[src/rtl/cal_cfg_pkg.sv]
// Package: shared helpers for the serial trim configuration chain.
// Assumes each trim field has at least one binary bit below its thermometer part.
package cal_cfg_pkg;

    // Reset value of chain bit idx: thermometer part half full, binary part at mid-scale.
    function automatic logic trim_default_bit(int idx, int field_w, int therm_w);
        int pos;
        int bin_w;
        pos   = idx % field_w;
        bin_w = field_w - therm_w;
        if (pos >= bin_w)
            return (pos - bin_w) < ((therm_w + 1) / 2);
        return pos == (bin_w - 1);
    endfunction

endpackage

[src/rtl/cal_sync2.sv]
// Two-flop synchroniser for a bus of independent asynchronous single-bit levels.
// Assumes each input bit is held long enough to be sampled; no bus coherence implied.
module cal_sync2 #(
    parameter int N = 1
) (
    input  logic         clk,
    input  logic         rst_n,
    input  logic [N-1:0] d,
    output logic [N-1:0] q
);

    logic [N-1:0] meta_q;

    // Two register stages that resolve metastability on each bit.
    always_ff @(posedge clk) begin
        if (!rst_n) begin
            meta_q <= '0;
            q      <= '0;
        end else begin
            meta_q <= d;
            q      <= meta_q;
        end
    end

endmodule

[src/rtl/cal_sync_edge.sv]
// Synchronises asynchronous strobes and gives a one-cycle pulse on each rising edge.
// Assumes strobes stay high and low for more than two system clock cycles.
module cal_sync_edge #(
    parameter int N = 1
) (
    input  logic         clk,
    input  logic         rst_n,
    input  logic [N-1:0] async_in,
    output logic [N-1:0] rise
);

    logic [N-1:0] lvl;
    logic [N-1:0] lvl_prev;

    cal_sync2 #(.N(N)) i_sync (
        .clk   (clk),
        .rst_n (rst_n),
        .d     (async_in),
        .q     (lvl)
    );

    // Delayed copy of the synchronised level, used to find its rising edge.
    always_ff @(posedge clk) begin
        if (!rst_n) lvl_prev <= '0;
        else        lvl_prev <= lvl;
    end

    assign rise = lvl & ~lvl_prev;

    AST_RISE_SINGLE: assert property (@(posedge clk) disable iff (!rst_n)
        (|rise) |=> ((rise & $past(rise)) == '0));

endmodule

[src/rtl/cal_shift_chain.sv]
// Serial shift chain. A reload from the holding register takes priority over a shift.
// Assumes at most one shift pulse per synchronised host clock edge.
module cal_shift_chain #(
    parameter int W = 272
) (
    input  logic         clk,
    input  logic         rst_n,
    input  logic [W-1:0] def_pat,
    input  logic         shift_p,
    input  logic         din,
    input  logic         reload_p,
    input  logic [W-1:0] hold_d,
    output logic [W-1:0] q
);

    // Chain update: reset pattern, then reload, then one-position shift.
    always_ff @(posedge clk) begin
        if (!rst_n)        q <= def_pat;
        else if (reload_p) q <= hold_d;
        else if (shift_p)  q <= {q[W-2:0], din};
    end

    AST_CHAIN_RESET: assert property (@(posedge clk)
        !rst_n |=> q == $past(def_pat));
    AST_CHAIN_SHIFT: assert property (@(posedge clk) disable iff (!rst_n)
        (shift_p && !reload_p) |=> (q[0] == $past(din)) && (q[W-1:1] == $past(q[W-2:0])));
    AST_CHAIN_RELOAD: assert property (@(posedge clk) disable iff (!rst_n)
        reload_p |=> q == $past(hold_d));

endmodule

[src/rtl/cal_hold_reg.sv]
// Parallel holding register that drives the trim outputs; written only on commit or reset.
// Assumes the commit pulse lasts a single cycle.
module cal_hold_reg #(
    parameter int W = 272
) (
    input  logic         clk,
    input  logic         rst_n,
    input  logic [W-1:0] def_pat,
    input  logic         commit_p,
    input  logic [W-1:0] chain_d,
    output logic [W-1:0] hold_q
);

    // Captures the whole chain in one cycle when a commit pulse arrives.
    always_ff @(posedge clk) begin
        if (!rst_n)        hold_q <= def_pat;
        else if (commit_p) hold_q <= chain_d;
    end

    AST_HOLD_RESET: assert property (@(posedge clk)
        !rst_n |=> hold_q == $past(def_pat));
    AST_HOLD_STABLE: assert property (@(posedge clk) disable iff (!rst_n)
        !commit_p |=> $stable(hold_q));
    AST_HOLD_COMMIT: assert property (@(posedge clk) disable iff (!rst_n)
        commit_p |=> hold_q == $past(chain_d));

endmodule

[src/rtl/cal_cfg_chain.sv]
// Top level of the serial trim configuration chain: synchronisers, chain, holding register.
// Assumes the host is slow compared with clk and holds each data bit stable across its clock rise.
module cal_cfg_chain
    import cal_cfg_pkg::*;
#(
    parameter int CHAIN_W = 272,
    parameter int FIELD_W = 8,
    parameter int THERM_W = 3
) (
    input  logic               clk,
    input  logic               rst_n,
    input  logic               cfg_sdi,
    input  logic               cfg_sclk,
    input  logic               cfg_commit,
    input  logic               cfg_readback,
    output logic               cfg_sdo,
    output logic [CHAIN_W-1:0] trim_out
);

    localparam int N_STROBE = 3;

    logic [CHAIN_W-1:0]  def_pat;
    logic [CHAIN_W-1:0]  chain_q;
    logic [N_STROBE-1:0] strobe_rise;
    logic                sdi_sync;
    logic                shift_p;
    logic                commit_p;
    logic                rb_p;
    logic                reload_p;

    // Constant reset pattern, one bit per chain position.
    for (genvar gi = 0; gi < CHAIN_W; gi++) begin : g_def
        assign def_pat[gi] = trim_default_bit(gi, FIELD_W, THERM_W);
    end

    cal_sync2 #(.N(1)) i_sdi_sync (
        .clk   (clk),
        .rst_n (rst_n),
        .d     (cfg_sdi),
        .q     (sdi_sync)
    );

    cal_sync_edge #(.N(N_STROBE)) i_strobe_edge (
        .clk      (clk),
        .rst_n    (rst_n),
        .async_in ({cfg_readback, cfg_commit, cfg_sclk}),
        .rise     (strobe_rise)
    );

    assign shift_p  = strobe_rise[0];
    assign commit_p = strobe_rise[1];
    assign rb_p     = strobe_rise[2];
    // A readback that meets a commit is dropped.
    assign reload_p = rb_p & ~commit_p;

    cal_shift_chain #(.W(CHAIN_W)) i_chain (
        .clk      (clk),
        .rst_n    (rst_n),
        .def_pat  (def_pat),
        .shift_p  (shift_p),
        .din      (sdi_sync),
        .reload_p (reload_p),
        .hold_d   (trim_out),
        .q        (chain_q)
    );

    cal_hold_reg #(.W(CHAIN_W)) i_hold (
        .clk      (clk),
        .rst_n    (rst_n),
        .def_pat  (def_pat),
        .commit_p (commit_p),
        .chain_d  (chain_q),
        .hold_q   (trim_out)
    );

    assign cfg_sdo = chain_q[CHAIN_W-1];

    AST_RB_COMMIT_CLASH: assert property (@(posedge clk) disable iff (!rst_n)
        (rb_p && commit_p && !shift_p) |=> $stable(chain_q));
    AST_COMMIT_PRESHIFT: assert property (@(posedge clk) disable iff (!rst_n)
        (commit_p && shift_p) |=> trim_out == $past(chain_q));

endmodule

[config.mk]
export PLATFORM = sky130hd
export DESIGN_NAME = cal_cfg_chain
export DESIGN_NICKNAME = d
export VERILOG_FILES = /design/src/rtl/cal_cfg_pkg.sv /design/src/rtl/cal_sync2.sv /design/src/rtl/cal_sync_edge.sv /design/src/rtl/cal_shift_chain.sv /design/src/rtl/cal_hold_reg.sv /design/src/rtl/cal_cfg_chain.sv
export SDC_FILE = /design/constraint.sdc
export NUM_CORES = 1
export LEC_CHECK = 0
export BUFFER_PORTS_ARGS = -buffer_cell sky130_fd_sc_hd__buf_2
export CAP_MARGIN = 30
export CORE_MARGIN = 3
export CORE_UTILIZATION = 62
export DETAILED_ROUTE_END_ITERATION = 8
export PLACE_DENSITY = 0.84
export SYNTH_ARGS = -nofsm -noshare
export SYNTH_HDL_FRONTEND = slang
export SYNTH_SLANG_ARGS = --single-unit
[constraint.sdc]
create_clock -name clk -period 4.32 [get_ports clk]
set_clock_uncertainty 0.1 [all_clocks]
set_input_delay 1.296 -clock clk [delete_from_list [all_inputs] [get_ports clk]]
set_output_delay 1.296 -clock clk [all_outputs]
set_load 0.02 [all_outputs]
==> results of run 1 <==
## sequential cells by signal, indices dropped and copies added (netlist names)
register / cells
i_strobe_edge.i_sync.q: 3
i_sdi_sync.meta_q: 1
i_sdi_sync.q: 1
i_strobe_edge.lvl_prev: 3
i_chain.q: 272
i_hold.hold_q: 272
i_strobe_edge.i_sync.meta_q: 3
## placed cells by master (no fill, tap or decap), types with 2 or more instances in the layout
master	Yosys	routed
dfxtp_1	555	555
clkbuf_8	0	14
a32oi_2	70	70
buf_16	0	3
and2_1	11	11
a32oi_1	32	32
clkbuf_16	0	55
o31ai_1	170	170
nand2_1	1088	1088
bufinv_16	0	5
buf_2	95	277
a31oi_1	170	170
nor2b_1	102	102
buf_4	10	15
nand2b_4	0	4
buf_12	0	10
clkinv_2	0	6
clkbuf_1	143	16
nand3_1	102	102
and2b_4	0	2
a21boi_1	170	170
inv_6	0	2
## layout make-up
cell class                      instances  area share
Clock buffer                           85      0.0632
Clock inverter                         14     0.00797
Multi-Input combinational cell       1923       0.405
Sequential cell                       555       0.431
Tap cell                              461      0.0224
Timing Repair Buffer                  306      0.0698
## critical path: cells and delay by family, from the launching register on
| family | cells | cell delay (ns) |
|---|---|---|
| buffers and inverters | 1 | 0.42 |
| flip-flops | 1 | 0.40 |
| AND/OR/NAND/NOR | 1 | 0.80 |
| AO/OA/AOI/OAI | 2 | 0.84 |
## power groups by stage
| stage | sequential, mW | clock (mW) | combinational [mW] |
|---|---|---|---|
| 6_report | 5.50 | 4.86 | 0.966 |
| 2_1_floorplan | 5.65 | 0 | 0.658 |
| 4_1_cts | 5.50 | 4.92 | 0.963 |
| 3_5_place_dp | 5.61 | 0 | 0.957 |
| 3_3_place_gp | 5.60 | 0 | 0.919 |
| 5_1_grt | 5.53 | 5.14 | 1.05 |
## cells by family after synthesis
family / Yosys count
AOI/OAI and AO/OA: 613
buffers and inverters: 261
DFF: 555
and+or+nand+nor: 1310
## cell usage after synthesis
| master | number |
|---|---|
| nand2b_1 | 4 |
| nor2_1 | 1 |
| nor2b_1 | 102 |
| and2b_1 | 2 |
| a21boi_1 | 170 |
| a31oi_1 | 170 |
| nand2_1 | 1088 |
| o21a_1 | 1 |
| a32oi_2 | 70 |
| buf_1 | 2 |
| buf_4 | 10 |
| o31ai_1 | 170 |
| buf_6 | 11 |
| a32oi_1 | 32 |
| buf_2 | 95 |
| clkbuf_1 | 143 |
| dfxtp_1 | 555 |
| nand3_1 | 102 |
| and2_1 | 11 |
## metrics by stage
step,cell area (µm²),utilization,setup WS (ns),std cells
after global placement,23800,0.665,1.48,3242
after CTS,25800,0.719,1.56,3344
final,25800,0.719,1.55,3344
after detailed placement,23900,0.668,1.51,3245
after global routing,25800,0.719,1.42,3344
after floorplan,22700,-,1.97,2739
## worst paths after layout
check | start | endpoint
worst max register to register | i_strobe_edge.i_sync.q[1] | i_chain.q[164]
worst min-delay path | i_strobe_edge.i_sync.meta_q[1] | i_strobe_edge.i_sync.q[1]
worst max-delay path | i_strobe_edge.i_sync.q[1] | i_chain.q[164]
worst min register to register | i_strobe_edge.i_sync.meta_q[1] | i_strobe_edge.i_sync.q[1]
## metal layers
layer / global-route usage / share of wire
met3: 0.0566 / 0.077
met2: 0.467 / 0.47
met4: 0.115 / 0.035
met5: 0 / 0
met1: 0.384 / 0.42
==> results.cfg, run 1 <==
[setup_path]
slowest_stage = and2b_4
reg2reg_depth = 4
r2r_slack_ns = 1.55
cp-end-kind = register
worst_ep_arrival_time_ns = 3.11
setup.worst_path.class = register to register
required_ns = 4.66
critPathMaxFanout = 65
critical_path.cell_chain = and2b_4, o21a_4, buf_4, a32oi_2
crit_path_start_kind = register
cp_slowest_stage_delay_ns = 0.80

[final_layout]
seqCellArea_um2 = 11100
multi_input_area_um2 = 10400
nNetsFinal = 2846
nFillCells = 2684
drive_above_1_share = 0.162
area_delta_synth_final_pct = 13.4
diodes = 0

[global_route]
grt_pass1_wl_mm = 94.9
grt_max_degree = 211
grt_pass1_vias = 18790
grt_antenna_before_repair = 0
grt_usage = 0.289
gr-total-overflow = 0

[floorplan]
die-height_um = 197
core-area_um2 = 35800
die_w_um = 197
start_util = 0.634
die-area_um2 = 39000
rows = 69
ios = 279

[clock_tree]
cts-root-buf = clkbuf_16
clkSinkCount = 555
hold_buffers = 0
cts.repair.resized = 0
cts_max_level = 2
cts_tree = yes
cts_setup_buffers = 0
cts_buffer_depth = 3
clkLatencyLatePin_ns = 0.59
clkTransAtPathRegs_ns = 0.06
numCtsBuffers = 54

[yosys]
synth.ff_latch_count = 555
synth_compound_area_frac = 0.222
ys_types = 19
synth.area.top_cells = dfxtp_1, nand2_1, a21boi_1
synth_warnings = 0
synth_area_leader_cell = dfxtp_1
yosys-mux-area-fraction = 0
synth-simple-area-share = 0.235
synth-xor-area-share = 0
synth.avg_cell_area_um2 = 8.29
synth_cells = 2739
synth_area_um2 = 22700
synth_adder_area_share = 0
synth_fp_nets = 2745
synth_top_family_by_area = simple AND/OR/NAND/NOR gates
yosysSeqAreaShare = 0.489
synthDominantCellAreaShare = 0.489

[pwr]
max-vdd-ir-drop_mv = 0.337
pwr-share-comb = 0.085
power.switching_mw = 2.78
total_power_mw = 11.3
power.density_nw_per_um2 = 440
p_leak_nw = 10.3
switching_share = 0.245
p_clk_frac = 0.429
power_frac_seq = 0.486
p_int_mw = 8.55

[timing]
rsz0062_at_grt = no
finalSetupViolCount = 0
fin_crit_sh = 0.640
tns_ns = 0
whs_ns = 0.334
min_period_ns = 2.77
worstMarginPinSlew_ns = 1.06
relSlewSlack = 0.291
hold_viol = 0
slew_violations = 0
clock.fmax_mhz = 362

[place]
hpwl_mm = 33.8
gp_congestion = 0.803
io_buffers = 278

[hold_path]
min_path_cells = 1
hold_path.class = register to register

[detailed_routing]
drcViolationCount = 0
first_pass_iters = 6
drt_wl_total_mm = 58.8
viasPerCell = 5.96
ant_nets = 0
avgRoutedWirePerCell_um = 17.6
vias = 19933
drt-initial-drc-count = 1778

[run_status]
status = finished clean

[job]
cap_viol_max_count = 0
(Power assumes the default switching activity.)
==> inputs of run 2 (changes only) <==
--- a/config.mk
+++ b/config.mk
@@ -8,9 +8,9 @@
 export BUFFER_PORTS_ARGS = -buffer_cell sky130_fd_sc_hd__buf_2
 export CAP_MARGIN = 30
 export CORE_MARGIN = 3
-export CORE_UTILIZATION = 62
+export CORE_UTILIZATION = 52
 export DETAILED_ROUTE_END_ITERATION = 8
-export PLACE_DENSITY = 0.84
+export PLACE_DENSITY = 0.75
 export SYNTH_ARGS = -nofsm -noshare
 export SYNTH_HDL_FRONTEND = slang
 export SYNTH_SLANG_ARGS = --single-unit
==> constraint.sdc (replaced) <==
create_clock -name clk -period 2.25 [get_ports clk]
set_clock_uncertainty 0.1 [all_clocks]
set_input_delay 0.675 -clock clk [delete_from_list [all_inputs] [get_ports clk]]
set_output_delay 0.675 -clock clk [all_outputs]
set_load 0.02 [all_outputs]
==> results.cfg, run 2 (same netlist as run 1, synthesis figures left out) <==
[global_route]
grt_antenna_before_repair = 0
grt_pass1_wl_mm = 99.8
grt_max_degree = 145
gr-total-overflow = 0
grt_pass1_vias = 19232
grt_usage = 0.255

[setup_path]
cp-end-kind = primary output
rr_endpoint = i_chain.q[241]
critical_path.cell_chain = buf_2
slowest_stage = dfxtp_1
reg2reg_depth = 5
required_ns = 1.47
critPathMaxFanout = 3
worst_ep_arrival_time_ns = 1.24
crit_path_start_kind = register
path_buf_inv = 1
cp_slowest_stage_delay_ns = 0.42
setup.worst_path.class = register to primary output
worst_path_dominant_cell_family = flip-flops
r2r-start = i_strobe_edge.i_sync.q[1]
r2r_slack_ns = 0.40

[timing]
fin_crit_sh = 0.895
min_period_ns = 2.01
tns_ns = 0
hold_viol = 0
relSlewSlack = 0.473
finalSetupViolCount = 0
worstMarginPinSlew_ns = 0.790
clock.fmax_mhz = 497
slew_violations = 0
rsz0062_at_grt = no

[pwr]
power_frac_seq = 0.477
power.density_nw_per_um2 = 843
max-vdd-ir-drop_mv = 0.550
p_leak_nw = 10.4
pwr-share-comb = 0.086
p_int_mw = 16.7
power.switching_mw = 5.48
p_clk_frac = 0.437
switching_share = 0.247

[clock_tree]
cts_max_level = 2
numCtsBuffers = 56
cts_setup_buffers = 0
hold_buffers = 0
cts_tree = yes
cts.repair.resized = 0
clkLatencyLatePin_ns = 0.60
clkTransAtPathRegs_ns = 0.06
clkSinkCount = 555
cts-root-buf = clkbuf_16
cts_buffer_depth = 3

[hold_path]
min_from = cfg_sdi
hold_path.class = input pin to register
hold_end = i_sdi_sync.meta_q
min_path_cells = 2

[floorplan]
ios = 279
start_util = 0.534
rows = 75
core-area_um2 = 42500
die_w_um = 215
die-area_um2 = 46200
die-height_um = 215

[place]
place_inst = 3380
io_buffers = 278
gp_congestion = 0.815
hpwl_mm = 36.3

[final_layout]
final_cell_mix = nand2_1, dfxtp_1, buf_2
diodes = 0
largestRegisters = i_chain.q x272, i_hold.hold_q x272
final_cells = 3483
nNetsFinal = 2867
final_common_cell = nand2_1
nFillCells = 3567
drive_above_1_share = 0.170
area_delta_synth_final_pct = 15.7

[detailed_routing]
avgRoutedWirePerCell_um = 17.6
drt-initial-drc-count = 2110
first_pass_iters = 6
drt_wl_total_mm = 61.4
drcViolationCount = 0
vias = 20143
ant_nets = 0
viasPerCell = 5.78

[run_status]
status = finished clean

[job]
cap_viol_max_count = 0
[run 2: power groups by stage]
stage                     Combinational (mW)  Sequential, mW  Clock [mW]
after global placement                  1.84            10.8           0
after CTS                               1.91            10.6        9.83
after global routing                    2.09            10.6        10.2
after detailed placement                1.90            10.8           0
after floorplan                         1.26            10.8           0
final                                   1.91            10.6        9.69
[run 2: cell type report]
type	count	area (µm²)	share of cell area
clock buffers	81	1650	0.0627
clock inverters	22	275	0.0105
multi-input cells	1923	10400	0.397
flip-flops and latches	555	11100	0.423
well taps	577	722	0.0275
repair buffers	325	2090	0.0796
[run 2: layer usage]
layer,share of wire,wire length [µm],global-route usage,vias up
li1,-,-,-,9600
met4,0.029,1790,0.0875,0
met2,0.46,28500,0.418,729
met3,0.065,4020,0.0415,127
met5,0,0,0,-
met1,0.44,27100,0.343,9687
[run 2: worst max-delay path by stage]
stage	from	to	cells after the start
floorplan	rst_n	i_hold.hold_q[100]	5
global placement	rst_n	i_chain.q[205]	5
detailed placement	rst_n	i_chain.q[204]	5
CTS	i_hold.hold_q[191]	trim_out[191]	1
global route	i_hold.hold_q[41]	trim_out[41]	1
finish	i_hold.hold_q[191]	trim_out[191]	1
[run 2: through the flow]
stage,setup WS [ns],util,power (mW),cell area [µm²],hold WS (ns)
after floorplan,0.522,-,12.1,22700,0.312
after global placement,0.374,0.573,12.6,24400,0.316
after detailed placement,0.322,0.573,12.7,24400,0.321
after CTS,0.196,0.618,22.3,26300,0.167
after global routing,0.173,0.618,22.9,26300,0.185
final,0.237,0.618,22.2,26300,0.200
==> inputs of run 3 (changes only) <==
--- a/config.mk
+++ b/config.mk
@@ -7,10 +7,13 @@
 export LEC_CHECK = 0
 export BUFFER_PORTS_ARGS = -buffer_cell sky130_fd_sc_hd__buf_2
 export CAP_MARGIN = 30
+export CELL_PAD_IN_SITES_DETAIL_PLACEMENT = 0
+export CELL_PAD_IN_SITES_GLOBAL_PLACEMENT = 1
 export CORE_MARGIN = 3
-export CORE_UTILIZATION = 52
+export CORE_UTILIZATION = 39
 export DETAILED_ROUTE_END_ITERATION = 8
-export PLACE_DENSITY = 0.75
+export PLACE_DENSITY_LB_ADDON = 0.1
+export RECOVER_POWER = 50
 export SYNTH_ARGS = -nofsm -noshare
 export SYNTH_HDL_FRONTEND = slang
 export SYNTH_SLANG_ARGS = --single-unit
==> results.cfg, run 3 (same netlist as run 1, synthesis figures left out) <==
[run_status]
status = finished clean

[place]
hpwl_mm = 38.0
gp_congestion = 0.733
dp_slack_ns = 0.385
io_buffers = 278

[timing]
tns_ns = 0
worstMarginPinSlew_ns = 1.12
rsz0062_at_grt = no
finalSetupViolCount = 0
fin_ws_ns = 0.207
relSlewSlack = 0.252
hold_viol = 0
slew_violations = 0
fin_crit_sh = 0.908
min_period_ns = 2.04
clock.fmax_mhz = 490

[floorplan]
die-area_um2 = 61200
core-area_um2 = 57000
die-height_um = 247
rows = 87
ios = 279
start_util = 0.398
die_w_um = 247

[clock_tree]
cts_tree = yes
hold_buffers = 0
cts_max_level = 2
cts_setup_buffers = 0
clkTransAtPathRegs_ns = 0.06
clkSinkCount = 555
numCtsBuffers = 60
cts_buffer_depth = 3
cts.repair.resized = 0
clkLatencyLatePin_ns = 0.63
cts-root-buf = clkbuf_16

[final_layout]
nNetsFinal = 2866
final_common_cell = nand2_1
area_delta_synth_final_pct = 16.9
drive_above_1_share = 0.168
largestRegisters = i_chain.q x272, i_hold.hold_q x272
diodes = 0
final_cell_mix = nand2_1, dfxtp_1, buf_2

[global_route]
grt_pass1_wl_mm = 106
gr-total-overflow = 0
grt_usage = 0.214
grt_max_degree = 124
grt_pass1_vias = 18904
grt_antenna_before_repair = 0

[setup_path]
critPathMaxFanout = 108
worst_ep_arrival_time_ns = 2.49
r2r-start = i_strobe_edge.i_sync.q[0]
setup.worst_path.class = register to register
required_ns = 2.69
crit_path_start_kind = register
cp-end-kind = register
crit_start = i_strobe_edge.i_sync.q[0]
r2r_slack_ns = 0.21

[hold_path]
hold_path.class = input pin to register
min_from = cfg_sdi

[detailed_routing]
avgRoutedWirePerCell_um = 18.3
drcViolationCount = 0
ant_nets = 0
first_pass_iters = 5
vias = 19490
drt_wl_total_mm = 67.0
drt-initial-drc-count = 1053
viasPerCell = 5.32

[pwr]
p_leak_nw = 10.4
max-vdd-ir-drop_mv = 0.562
total_power_mw = 22.7
power.density_nw_per_um2 = 856

[job]
cap_viol_max_count = 0
[run 3: cell count changes in the layout (fill, tap and decap cells not counted), moves of 3 or more]
| cell | delta |
|---|---|
| and2_1 | -3 |
| clkbuf_16 | +3 |
| a21boi_1 | -160 |
| and2_0 | +3 |
| clkinv_2 | -8 |
| clkbuf_8 | +8 |
| buf_4 | -10 |
| buf_6 | +4 |
| clkbuf_1 | +4 |
| a21boi_0 | +160 |
[run 3: cell type report]
class,count,area [µm²]
clock buffer,96,1850
clock inverter,13,198
fill,5644,30500
multi-input combinational,1923,10400
sequential,555,11100
tap,756,946
timing repair buffer,320,2050
[run 3: final timing paths]
| path | end | depth (start not counted) |
|---|---|---|
| hold / removal | i_sdi_sync.meta_q | 2 |
| setup reg to reg | i_chain.q[132] | 4 |
| hold reg to reg | i_sdi_sync.q | 1 |
| setup / recovery | i_chain.q[132] | 4 |
[run 3: metrics by stage]
stage               std cells  hold slack (ns)  cell area [µm²]  utilization
finish                   3663            0.145            26600        0.466
floorplan                2739            0.312            22700            -
global route             3663            0.132            26600        0.466
CTS                      3663            0.112            26600        0.467
global placement         3554            0.316            24600        0.431
detailed placement       3554            0.319            24600        0.431
[run 3: metal layers]
| layer | share of wire | track usage |
|---|---|---|
| met5 | 0 | 0 |
| met4 | 0.020 | 0.0515 |
| met3 | 0.059 | 0.0486 |
| met2 | 0.46 | 0.348 |
| met1 | 0.46 | 0.288 |
[run 3: power by group]
part	switching, mW	internal [mW]
combinational	1.23	0.667
sequential	0.327	10.2
clock	4.11	6.15
[run 3: critical path: stages, from the launching register on]
cell and delay, ns:
dfxtp_1 0.39, and2b_4 0.21, buf_6 0.59, nand2_1 0.23, a32oi_2 0.24
